<file path="src/rtl/page_read_pkg.sv">
`timescale 1ns/1ps
package page_read_pkg;
  typedef enum logic [0:0] {
    SEQ_IDLE = 1'b0,
    SEQ_BUSY = 1'b1
  } seq_state_e;

  // Number of in-page offset bits for a page-size code.
  function automatic logic [2:0] offset_bits(input logic [1:0] size_code);
    return 3'd2 + {1'b0, size_code};
  endfunction
endpackage

</file>
<file path="src/rtl/page_tracker.sv">
`timescale 1ns/1ps
module page_tracker #(
  parameter int ADDR_W = 24
) (
  input  logic              clk,
  input  logic              rst_n,
  input  logic              accept,
  input  logic [ADDR_W-1:0] req_addr,
  input  logic              pg_en,
  input  logic [1:0]        pg_size,
  input  logic              dev16,
  output logic              hit
);
  import page_read_pkg::*;

  logic              open_q, open_d;
  logic [ADDR_W-1:0] tag_q, tag_d;
  logic [1:0]        size_q;
  logic              dev16_q;
  logic [ADDR_W-1:0] keep;
  logic [ADDR_W-1:0] page_of_req;
  logic              cfg_moved;
  logic [2:0]        shift;

  assign shift = offset_bits(pg_size);

  always_comb begin
    for (int i = 0; i < ADDR_W; i++) begin
      keep[i] = (i >= int'(shift));
    end
  end

  assign page_of_req = req_addr & keep;
  assign cfg_moved   = (pg_size != size_q) || (dev16 != dev16_q);
  assign hit         = open_q && pg_en && !cfg_moved && (page_of_req == tag_q);

  always_comb begin
    open_d = open_q;
    tag_d  = tag_q;
    if (!pg_en || cfg_moved) begin
      open_d = 1'b0;
    end
    if (accept && pg_en) begin
      open_d = 1'b1;
      tag_d  = page_of_req;
    end
  end

  always_ff @(posedge clk or negedge rst_n) begin
    if (!rst_n) begin
      open_q  <= 1'b0;
      tag_q   <= '0;
      size_q  <= '0;
      dev16_q <= 1'b0;
    end else begin
      open_q  <= open_d;
      tag_q   <= tag_d;
      size_q  <= pg_size;
      dev16_q <= dev16;
    end
  end
endmodule

</file>
<file path="src/rtl/access_timer.sv">
`timescale 1ns/1ps
module access_timer #(
  parameter int ADDR_W  = 24,
  parameter int LEN_W   = 7,
  parameter int MAX_LEN = 64
) (
  input  logic              clk,
  input  logic              rst_n,
  input  logic              req_valid,
  input  logic [ADDR_W-1:0] req_addr,
  input  logic              dev16,
  input  logic              hit,
  input  logic [LEN_W-1:0]  first_len,
  input  logic [LEN_W-1:0]  next_len,
  output logic              req_ready,
  output logic              accept,
  output logic              last,
  output logic [ADDR_W-1:0] mem_addr,
  output logic              mem_cs_n,
  output logic              mem_rd_n
);
  import page_read_pkg::*;

  localparam int CNT_W = (MAX_LEN > 1) ? $clog2(MAX_LEN) : 1;

  seq_state_e        state_q, state_d;
  logic [CNT_W-1:0]  cnt_q, cnt_d;
  logic [ADDR_W-1:0] addr_q, addr_d;
  logic [LEN_W-1:0]  picked;
  logic [LEN_W-1:0]  eff_len;
  logic [ADDR_W-1:0] drive_addr;
  logic              busy;

  assign picked = hit ? next_len : first_len;

  always_comb begin
    if (picked == '0) begin
      eff_len = LEN_W'(1);
    end else if (picked > LEN_W'(MAX_LEN)) begin
      eff_len = LEN_W'(MAX_LEN);
    end else begin
      eff_len = picked;
    end
  end

  always_comb begin
    drive_addr = req_addr;
    if (dev16) begin
      drive_addr[0] = 1'b0;
    end
  end

  assign busy      = (state_q == SEQ_BUSY);
  assign last      = busy && (cnt_q == '0);
  assign req_ready = !busy || last;
  assign accept    = req_valid && req_ready;

  always_comb begin
    state_d = state_q;
    cnt_d   = cnt_q;
    addr_d  = addr_q;
    if (accept) begin
      state_d = SEQ_BUSY;
      cnt_d   = CNT_W'(eff_len - LEN_W'(1));
      addr_d  = drive_addr;
    end else if (last) begin
      state_d = SEQ_IDLE;
    end else if (busy) begin
      cnt_d = cnt_q - CNT_W'(1);
    end
  end

  always_ff @(posedge clk or negedge rst_n) begin
    if (!rst_n) begin
      state_q <= SEQ_IDLE;
      cnt_q   <= '0;
      addr_q  <= '0;
    end else begin
      state_q <= state_d;
      cnt_q   <= cnt_d;
      addr_q  <= addr_d;
    end
  end

  assign mem_addr = addr_q;
  assign mem_cs_n = !busy;
  assign mem_rd_n = !busy;
endmodule

</file>
<file path="src/rtl/data_capture.sv">
`timescale 1ns/1ps
module data_capture #(
  parameter int DATA_W = 16
) (
  input  logic              clk,
  input  logic              rst_n,
  input  logic              last,
  input  logic [DATA_W-1:0] mem_rdata,
  output logic [DATA_W-1:0] rd_data,
  output logic              rd_valid
);
  logic [DATA_W-1:0] data_q;
  logic              valid_q;

  always_ff @(posedge clk or negedge rst_n) begin
    if (!rst_n) begin
      data_q <= '0;
    end else if (last) begin
      data_q <= mem_rdata;
    end
  end

  always_ff @(posedge clk or negedge rst_n) begin
    if (!rst_n) begin
      valid_q <= 1'b0;
    end else begin
      valid_q <= last;
    end
  end

  assign rd_data  = data_q;
  assign rd_valid = valid_q;
endmodule

</file>
<file path="src/rtl/page_read_ctl.sv">
`timescale 1ns/1ps
module page_read_ctl #(
  parameter int ADDR_W  = 24,
  parameter int DATA_W  = 16,
  parameter int LEN_W   = 7,
  parameter int MAX_LEN = 64
) (
  input  logic              clk,
  input  logic              rst_n,
  input  logic              req_valid,
  input  logic [ADDR_W-1:0] req_addr,
  output logic              req_ready,
  input  logic              pg_en,
  input  logic [1:0]        pg_size,
  input  logic              dev16,
  input  logic [LEN_W-1:0]  first_len,
  input  logic [LEN_W-1:0]  next_len,
  output logic [ADDR_W-1:0] mem_addr,
  output logic              mem_cs_n,
  output logic              mem_rd_n,
  input  logic [DATA_W-1:0] mem_rdata,
  output logic [DATA_W-1:0] rd_data,
  output logic              rd_valid
);
  logic hit;
  logic accept;
  logic last;

  page_tracker #(.ADDR_W(ADDR_W)) u_tracker (
    .clk      (clk),
    .rst_n    (rst_n),
    .accept   (accept),
    .req_addr (req_addr),
    .pg_en    (pg_en),
    .pg_size  (pg_size),
    .dev16    (dev16),
    .hit      (hit)
  );

  access_timer #(
    .ADDR_W  (ADDR_W),
    .LEN_W   (LEN_W),
    .MAX_LEN (MAX_LEN)
  ) u_timer (
    .clk       (clk),
    .rst_n     (rst_n),
    .req_valid (req_valid),
    .req_addr  (req_addr),
    .dev16     (dev16),
    .hit       (hit),
    .first_len (first_len),
    .next_len  (next_len),
    .req_ready (req_ready),
    .accept    (accept),
    .last      (last),
    .mem_addr  (mem_addr),
    .mem_cs_n  (mem_cs_n),
    .mem_rd_n  (mem_rd_n)
  );

  data_capture #(.DATA_W(DATA_W)) u_capture (
    .clk       (clk),
    .rst_n     (rst_n),
    .last      (last),
    .mem_rdata (mem_rdata),
    .rd_data   (rd_data),
    .rd_valid  (rd_valid)
  );
endmodule

</file>
<file path="config.mk">
export PLATFORM = sky130hd
export DESIGN_NAME = page_read_ctl
export DESIGN_NICKNAME = d
export VERILOG_FILES = /design/src/rtl/page_read_pkg.sv /design/src/rtl/page_tracker.sv /design/src/rtl/access_timer.sv /design/src/rtl/data_capture.sv /design/src/rtl/page_read_ctl.sv
export SDC_FILE = /design/constraint.sdc
export NUM_CORES = 1
export LEC_CHECK = 0
export BUFFER_PORTS_ARGS = -buffer_cell sky130_fd_sc_hd__clkbuf_2
export CORE_ASPECT_RATIO = 1.2
export CORE_MARGIN = 1
export CORE_UTILIZATION = 55
export DETAILED_ROUTE_END_ITERATION = 7
export PLACE_DENSITY = 0.84
export SKIP_LAST_GASP = 1
export SLEW_MARGIN = 20
export SYNTH_ARGS = -nofsm -noshare
export SYNTH_HDL_FRONTEND = slang
export SYNTH_SLANG_ARGS = --single-unit
</file>
<file path="constraint.sdc">
create_clock -name clk -period 7.35 [get_ports clk]
set_input_delay 1.1025 -clock clk [delete_from_list [all_inputs] [get_ports clk]]
set_output_delay 1.1025 -clock clk [all_outputs]
set_load 0.005 [all_outputs]
</file>
==> results summary, run 1 <==
At the end of the flow the core is filled with cells to about 72%. The fraction of synthesized area in multiplexers is roughly 7.6%. The die extent in y is 89.7 um. Across the VDD grid, the largest voltage drop is 260 uV. Summing the areas of all compound-gate instances in the mapped netlist gives between 6 and 7% of the synthesized area.

The count of maximum capacitance violations is 0. The minimum setup slack in the final design is around 3700 ps. In the layout the commonest cells are 129 x sky130_fd_sc_hd__nand2_1, 103 x sky130_fd_sc_hd__clkbuf_2, 75 x sky130_fd_sc_hd__dfrtp_1. The boundary pin count came out at around 110.

The vias per cell came out at 5.23. Prior to clock tree synthesis, the placed netlist has a worst setup slack of between 3000 and 4000 ps. The area of the core region is between 6000 and 7000 um^2. Summed over all nets, the half-perimeter wirelength after detailed placement is 5350 um. The number of setup violations in the final report is 0. The static power due to leakage is 0.00233 uW. The number of nets at the end of the flow is 528. The buffers inserted during post-CTS setup optimization is 0.

The setup slack on the worst flop-to-flop path is between 4000 and 5000 ps. The count of nets left with antenna violations once routing finished came out at 0. In this run the most critical hold path is launched from u_capture.rd_data[12].

The congestion estimate from routability-driven global placement came to between 0.8 and 0.9. In the post-synthesis netlist, the biggest area contributors are sky130_fd_sc_hd__dfrtp_1 53%, sky130_fd_sc_hd__nand2_1 14%, sky130_fd_sc_hd__mux2_2 6.1%. The highest cell delay on the worst timing path is roughly 630 ps. The top cell type by total area after synthesis is sky130_fd_sc_hd__dfrtp_1. The cell area that synthesis handed to floorplanning was 3530 um^2. Setup repair after global routing left no endpoint under its margin.

The floorplan step defined a die boundary enclosing roughly 6700 um^2. The area growth from synthesis to final layout is 24.8%. The shortest period the worst path allows is around 3700 ps.

Leaving out fill and tap cells, the most frequent cell in the layout is sky130_fd_sc_hd__nand2_1. For hold timing, the worst endpoint is u_capture.rd_data[12]. The synthesized instance count is 361. The clock tree skew after final layout is approximately 7.6 ps. Clock-pin slew was measured on the worst setup and hold paths at 80 ps. The CTS tree is done.

The final instance area came out at between 4000 and 5000 um^2. The number of hold-slack violations in the final timing report is 0. The netlist uses 48 different library cells. The number of design rule violations left after detail routing came out at 0. For the worst setup path, the data arrival time is roughly 4000 ps. The post-placement cell area is roughly 4100 um^2. Derived from the worst setup path, the maximum achievable clock frequency is 0.272 GHz. The cell at the root of the clock tree is sky130_fd_sc_hd__clkbuf_8.

The maximum clock insertion buffer count came out at 2. The number of buffers added by the clock tree synthesis step is 9. For the pin with the worst max-slew slack, the measured transition is 921 ps. The adder-cell area share of the yosys netlist came out at less than 1%. The register bit count reported by yosys is 75. The slowest library cell on the worst path is sky130_fd_sc_hd__or4_4. The power density of the placed cells came out at around 350 nW/um^2. The number of enable-type register cells in the synthesized netlist is 0. The pin count of the biggest net entering global routing is 76. The worst setup path is captured at a register.

The destination of the worst register-to-register timing path is u_timer.cnt_q[4]. The placement row count is 31. The initial antenna violation count came out at 0. The routed layout has between 2,000 and 3,000 vias. The fraction of synthesized cell area taken by the top area cell type came out at a little over half. The final sum of negative setup slack came out at 0 ps. The count of input and output buffers came out at roughly 100.

The total grt overflow is 0. The number of cells on the worst hold path is 2. The synthesis warning total came out at 0. The cts-stage hold buffer count came out at 0.

After synthesis, flip-flops and latches occupy approximately 53% of the total area. The first routing iteration left around 130 violations. The number of pins with negative max-slew slack in the final report came out at 0. The number of gates resized after cts came out at 0.

The global-route usage over all layers came out at 24.9%. Dividing the detail-routed wire length by the instance count gives between 10 and 15 um. The share of synthesized flip-flops with an asynchronous set or reset is between 90% and 100%.

For this design, the sink count on the clock tree is between 70 and 80. The routed wire length came out at 7660 um. The first-pass iteration count of the detailed router is 4.

The flow ran to the end, and the final reports show no timing, DRC or antenna violations. The min-delay analysis places its worst path in the category register to register. Of the total synthesized cell area, the portion taken by XOR and XNOR cells is 5.96%. 0 antenna diodes ended up in the layout. Dividing the final minimum period by the clock period gives about 50%.

The initial utilization of the core area, before any placement, comes to 57.6%. After layout, the design draws a total of ~1500 uW. For this run, the leading register cell type out of synthesis is sky130_fd_sc_hd__dfrtp_1. The insertion delay of the later-clocked pin in the worst-skew pair came out at between 300 and 400 ps. The critical path data required time came out at between 7000 and 8000 ps. CTS built an H-tree with a depth of 3.

Of the total synthesized cell area, the portion taken by AND, OR, NAND and NOR gates is between 20% and 30%. The critical path is of the input port to register type. The maximum fanout count along the critical path came out at 5.

The post-synthesis area per instance is between 9 and 10 um^2. Cells with a size suffix above 1 make up 32.3% of the layout. Walking the worst path, the cells encountered are clkbuf_2 > xor2_1 > nor4_1 > nand4_1 > or4_4 > or3_1 > a21oi_2 > a21oi_2 > ha_1 > nand4_1 > mux2i_1 > o211a_1. The die span in x came out at around 75 um. The worst register-to-register path begins at u_tracker.tag_q[15]. The critical path launch point type is an input port.

The number of global-route vias before repair was 2,814. Measured against its own limit, the worst slew margin works out to approximately two fifths. The combinational family with the most area after synthesis is simple AND/OR/NAND/NOR gates.

The net count after synthesis came out at between 400 and 500. The first global-routing pass estimated about 13,000 um of wire. Counting cells, the worst reg-to-reg path comes to 11.
## worst max-delay path, delay by kind of cell
family	cells	cell delay (ps)
AOI/OAI and AO/OA	3	360
and+or+nand+nor	5	1820
buffers and inverters	1	110
xor gates and xnor gates	1	150
adders and majority gates	1	220
muxes	1	190
## state kept, by name (all words and copies together), names as in the netlist
name	count
u_capture.rd_data	16
u_capture.rd_valid	1
u_timer.busy	1
u_timer.cnt_q	6
u_timer.mem_addr	24
u_tracker.dev16_q	1
u_tracker.open_q	1
u_tracker.size_q	2
u_tracker.tag_q	23
## how the worst max path moves through the flow
stage	start	to	slack (ps)	cells after the start
3_5_place_dp	req_addr[15]	u_timer.cnt_q[4]	3260	12
3_3_place_gp	req_addr[15]	u_timer.cnt_q[4]	3350	12
4_1_cts	req_addr[15]	u_timer.cnt_q[4]	3630	12
2_1_floorplan	req_addr[6]	u_timer.cnt_q[4]	3730	11
6_report	req_addr[15]	u_timer.cnt_q[4]	3670	12
5_1_grt	req_addr[15]	u_timer.cnt_q[4]	3540	12
## kinds of logic after synthesis
| kind of cell | count (synthesis) |
|---|---|
| buf+inv | 17 |
| xor+xnor | 24 |
| simple gates | 190 |
| flops | 75 |
| mux | 24 |
| fa+ha+maj | 1 |
| compound gates | 30 |
## power by group
part / switching (uW) / leakage, uW / total, uW / internal, uW
Clock: 149 / 0.000126 / 384 / 235
Combinational: 239 / 0.00126 / 475 / 237
Sequential: 100 / 0.000936 / 679 / 579
Total: 488 / 0.00233 / 1540 / 1050
## routing by layer
layer | vias up | GRT usage, % | routed length (um)
li1 | 1417 | - | -
met1 | 1384 | 32.5 | 3330
met2 | 84 | 40.6 | 3910
met3 | 9 | 5.49 | 349
met4 | 0 | 8.18 | 76
met5 | - | 0 | 0
## final cells by class
type                            instances  area (um^2)
Clock buffer                           10          138
Clock inverter                          6          113
Fill cell                             492         1730
Inverter                                5         18.8
Multi-Input combinational cell        269         1600
Sequential cell                        75         1880
Tap cell                               82          103
Timing Repair Buffer                  106          558
## cells in the mapped netlist (3+ instances only)
cell type                  count
sky130_fd_sc_hd__nor3_1        8
sky130_fd_sc_hd__nand2_1     130
sky130_fd_sc_hd__nor2_1       12
sky130_fd_sc_hd__nand2b_1      6
sky130_fd_sc_hd__nand4_1       5
sky130_fd_sc_hd__nor4_1        3
sky130_fd_sc_hd__inv_1         4
sky130_fd_sc_hd__nor3b_1       5
sky130_fd_sc_hd__xor2_1       14
sky130_fd_sc_hd__o21ai_0       4
sky130_fd_sc_hd__dfrtp_1      75
sky130_fd_sc_hd__a21oi_1       9
sky130_fd_sc_hd__and3_1        4
sky130_fd_sc_hd__mux2i_1       4
sky130_fd_sc_hd__clkbuf_1      7
sky130_fd_sc_hd__xnor2_1      10
sky130_fd_sc_hd__mux2_2       19
## per-stage QoR
step,instances,hold slack (ps)
floorplan,361,455
global placement,536,457
detailed placement,536,462
CTS,552,481
global route,553,490
finish,553,480
Note: power is estimated with default switching activity, not from simulation.
==> run 2: changes to the inputs <==
--- a/config.mk
+++ b/config.mk
@@ -8,9 +8,9 @@
 export BUFFER_PORTS_ARGS = -buffer_cell sky130_fd_sc_hd__clkbuf_2
 export CORE_ASPECT_RATIO = 1.2
 export CORE_MARGIN = 1
-export CORE_UTILIZATION = 55
+export CORE_UTILIZATION = 46
 export DETAILED_ROUTE_END_ITERATION = 7
-export PLACE_DENSITY = 0.84
+export PLACE_DENSITY = 0.75
 export SKIP_LAST_GASP = 1
 export SLEW_MARGIN = 20
 export SYNTH_ARGS = -nofsm -noshare
==> constraint.sdc (replaced) <==
create_clock -name clk -period 3.1 [get_ports clk]
set_input_delay 0.465 -clock clk [delete_from_list [all_inputs] [get_ports clk]]
set_output_delay 0.465 -clock clk [all_outputs]
set_load 0.005 [all_outputs]
==> results summary, run 2 (synthesis gave the netlist of run 1 again) <==
The non-filler instance count after layout came out at roughly 580. The core region is around 7300 um^2. The critical path data required time came out at 3370 ps. The wire length on met1 came out at ~3500 um. In this run the tightest slew margin relative to its limit is about two fifths. For this block, the initial DRC count from the detailed router was just under 80. The setup slack on the worst flop-to-flop path is 20 ps. For this configuration, the core starts out at a cell density of approximately 48%.

The CTS tree is done. The wire length on met2 came out at 4010 um. The top cell types in the final layout, fill and taps aside, are 130 x sky130_fd_sc_hd__nand2_1, 103 x sky130_fd_sc_hd__clkbuf_2, 75 x sky130_fd_sc_hd__dfrtp_1.

The fraction of final layout cells with drive strength greater than 1 is 34.8%. The net count of the finished layout is approximately 550. The count of vias placed by the detailed router is roughly 2,900. The cell at the root of the clock tree is sky130_fd_sc_hd__clkbuf_8.

The shortest period the worst path allows came out at 3080 ps. STA classifies the critical path startpoint as a register. The capturing element type of the critical path is a register. The detailed placement HPWL is approximately 5700 um. The number of buffers added by the clock tree synthesis step is 9. Relative to the synthesized area, the layout overhead comes to 27.8%. The register with the most flip-flops in the layout has 24 of them.

The later pin in the worst-skew pair is clocked with a latency of approximately 330 ps. The number of hold-slack violations in the final timing report came out at 0. The number of H-tree branching levels is 3. Setup repair after global routing could not meet its margin everywhere. The actual slew at the worst max-slew pin is roughly 920 ps.

In this run the count of I/O pins placed on the die edge is roughly 110. The first global-routing pass estimated roughly 13,000 um of wire. The vias per cell came out at between 5 and 6.

The count of maximum capacitance violations came out at 0. The worst slack at placement is -261 ps. The congestion estimate from routability-driven global placement came to between 0.8 and 0.9.

VDD sags by at most between 400 and 500 uV. The worst hold slack came out at 271 ps. The flow ran to the end, and the final reports show no timing, DRC or antenna violations. The number of setup violations in the final report is 0. The first detailed-routing pass ran for 4 iterations.

In this run the worst path has a maximum fanout of 2. The routed wire length came out at around 8000 um. The library cell used most frequently in the layout, excluding fill and tap cells, is sky130_fd_sc_hd__nand2_1. The number of diodes added for antenna fixing is 0. The pin count of the biggest net entering global routing came out at between 70 and 80. The total length of routed met3 wires came out at roughly 280 um. In this run the remaining antenna-violating nets after routing total 0. The placement row count is 34. In this run the tool buffered the top-level ports with roughly 100 buffer cells.

Data on the critical path arrives at its endpoint at approximately 3300 ps. The maximum clock insertion buffer count came out at 2. Derived from the worst setup path, the maximum achievable clock frequency is ~0.33 GHz. The floorplan step defined a die boundary enclosing about 8000 um^2.

The minimum setup slack in the final design came out at ~24 ps. The static power due to leakage came out at about 0.0024 uW. The die span in x is 82.0 um. In this run, placement finished with an instance count of between 500 and 600.

The worst setup path is of the register to register kind. The number of global-route vias before repair was between 2,000 and 3,000. The number of design rule violations left after detail routing came out at 0. The uppermost metal layer occupied by signal nets is met4. In this run the power density over the cells is just under 800 nW/um^2. The period utilization came out at roughly 100%. The type of the most critical hold path is input port to async pin.

The total grt overflow came out at 0. The global-route usage over all layers is a little over a fifth. The clock slew at the register clock pins of the worst setup and hold paths is ~80 ps. The initial antenna violation count came to 0. Dividing the detail-routed wire length by the instance count gives between 10 and 15 um.

Clock tree synthesis found a total of 75 sinks. On the final layout, the worst clock skew is roughly 6.3 ps. The number of inserted filler cells in the final layout is 651. The total design power came out at ~3600 uW. The die extent in y came out at roughly 98 um.

The number of pins with negative max-slew slack in the final report is 0.
## run 2: critical path: stages, from the launching register on
cell	delay (ps)
sky130_fd_sc_hd__dfrtp_1	400
sky130_fd_sc_hd__xor2_1	140
sky130_fd_sc_hd__a211o_1	260
sky130_fd_sc_hd__or3_4	380
sky130_fd_sc_hd__or4_4	530
sky130_fd_sc_hd__or3_4	410
sky130_fd_sc_hd__a21oi_4	150
sky130_fd_sc_hd__a21oi_2	60
sky130_fd_sc_hd__ha_2	210
sky130_fd_sc_hd__nand4_1	100
sky130_fd_sc_hd__mux2i_1	210
sky130_fd_sc_hd__o211a_1	160
## run 2: what timing repair did
| item | CTS | global route |
|---|---|---|
| buffers inserted | 2 | 2 |
| hold buffers | 0 | 0 |
| pin swaps | 3 | 8 |
| resized for setup | 2 | 4 |
| setup endpoints to repair | 1 | 3 |
| hold endpoints to repair | 0 | 0 |
## run 2: worst paths after layout
path	start	end	depth (start not counted)
setup / recovery	u_tracker.tag_q[6]	u_timer.cnt_q[4]	11
hold reg to reg	u_timer.mem_addr[1]	u_timer.mem_addr[1]	2
setup reg to reg	u_tracker.tag_q[6]	u_timer.cnt_q[4]	11
max in group asynchronous	rst_n	u_timer.cnt_q[3]	1
min in group clk	dev16	u_tracker.dev16_q	1
hold / removal	rst_n	u_tracker.tag_q[22]	1
## run 2: layout make-up
class / count / area (um^2) / area share [%]
tap: 90 / 113 / 2.50
sequential: 75 / 1880 / 41.6
clock inverter: 5 / 77.6 / 1.72
multi-input combinational: 269 / 1630 / 36.1
timing repair buffer: 123 / 666 / 14.8
inverter: 5 / 18.8 / 0.416
clock buffer: 11 / 131 / 2.91
## run 2: power by group
group | switching [uW] | internal, uW | total [uW] | leakage [uW]
registers | 234 | 1370 | 1610 | 0.000936
clock network | 341 | 452 | 793 | 0.000103
logic | 573 | 592 | 1170 | 0.00134
total | 1150 | 2420 | 3560 | 0.00238
## run 2: layer usage
metal  vias up  track usage, %
met1      1402            28.1
met2        62            34.8
met4         0            7.83
met3         7            4.11
met5         -               0
li1       1445               -
## run 2: per-stage QoR
stage,util [%],TNS (ps),cell area [um^2]
after floorplan,-,0,3530
after global placement,57.9,-160,4240
after detailed placement,57.9,-437,4240
after CTS,61.1,0,4470
after global routing,61.6,-124,4510
final,61.6,0,4510
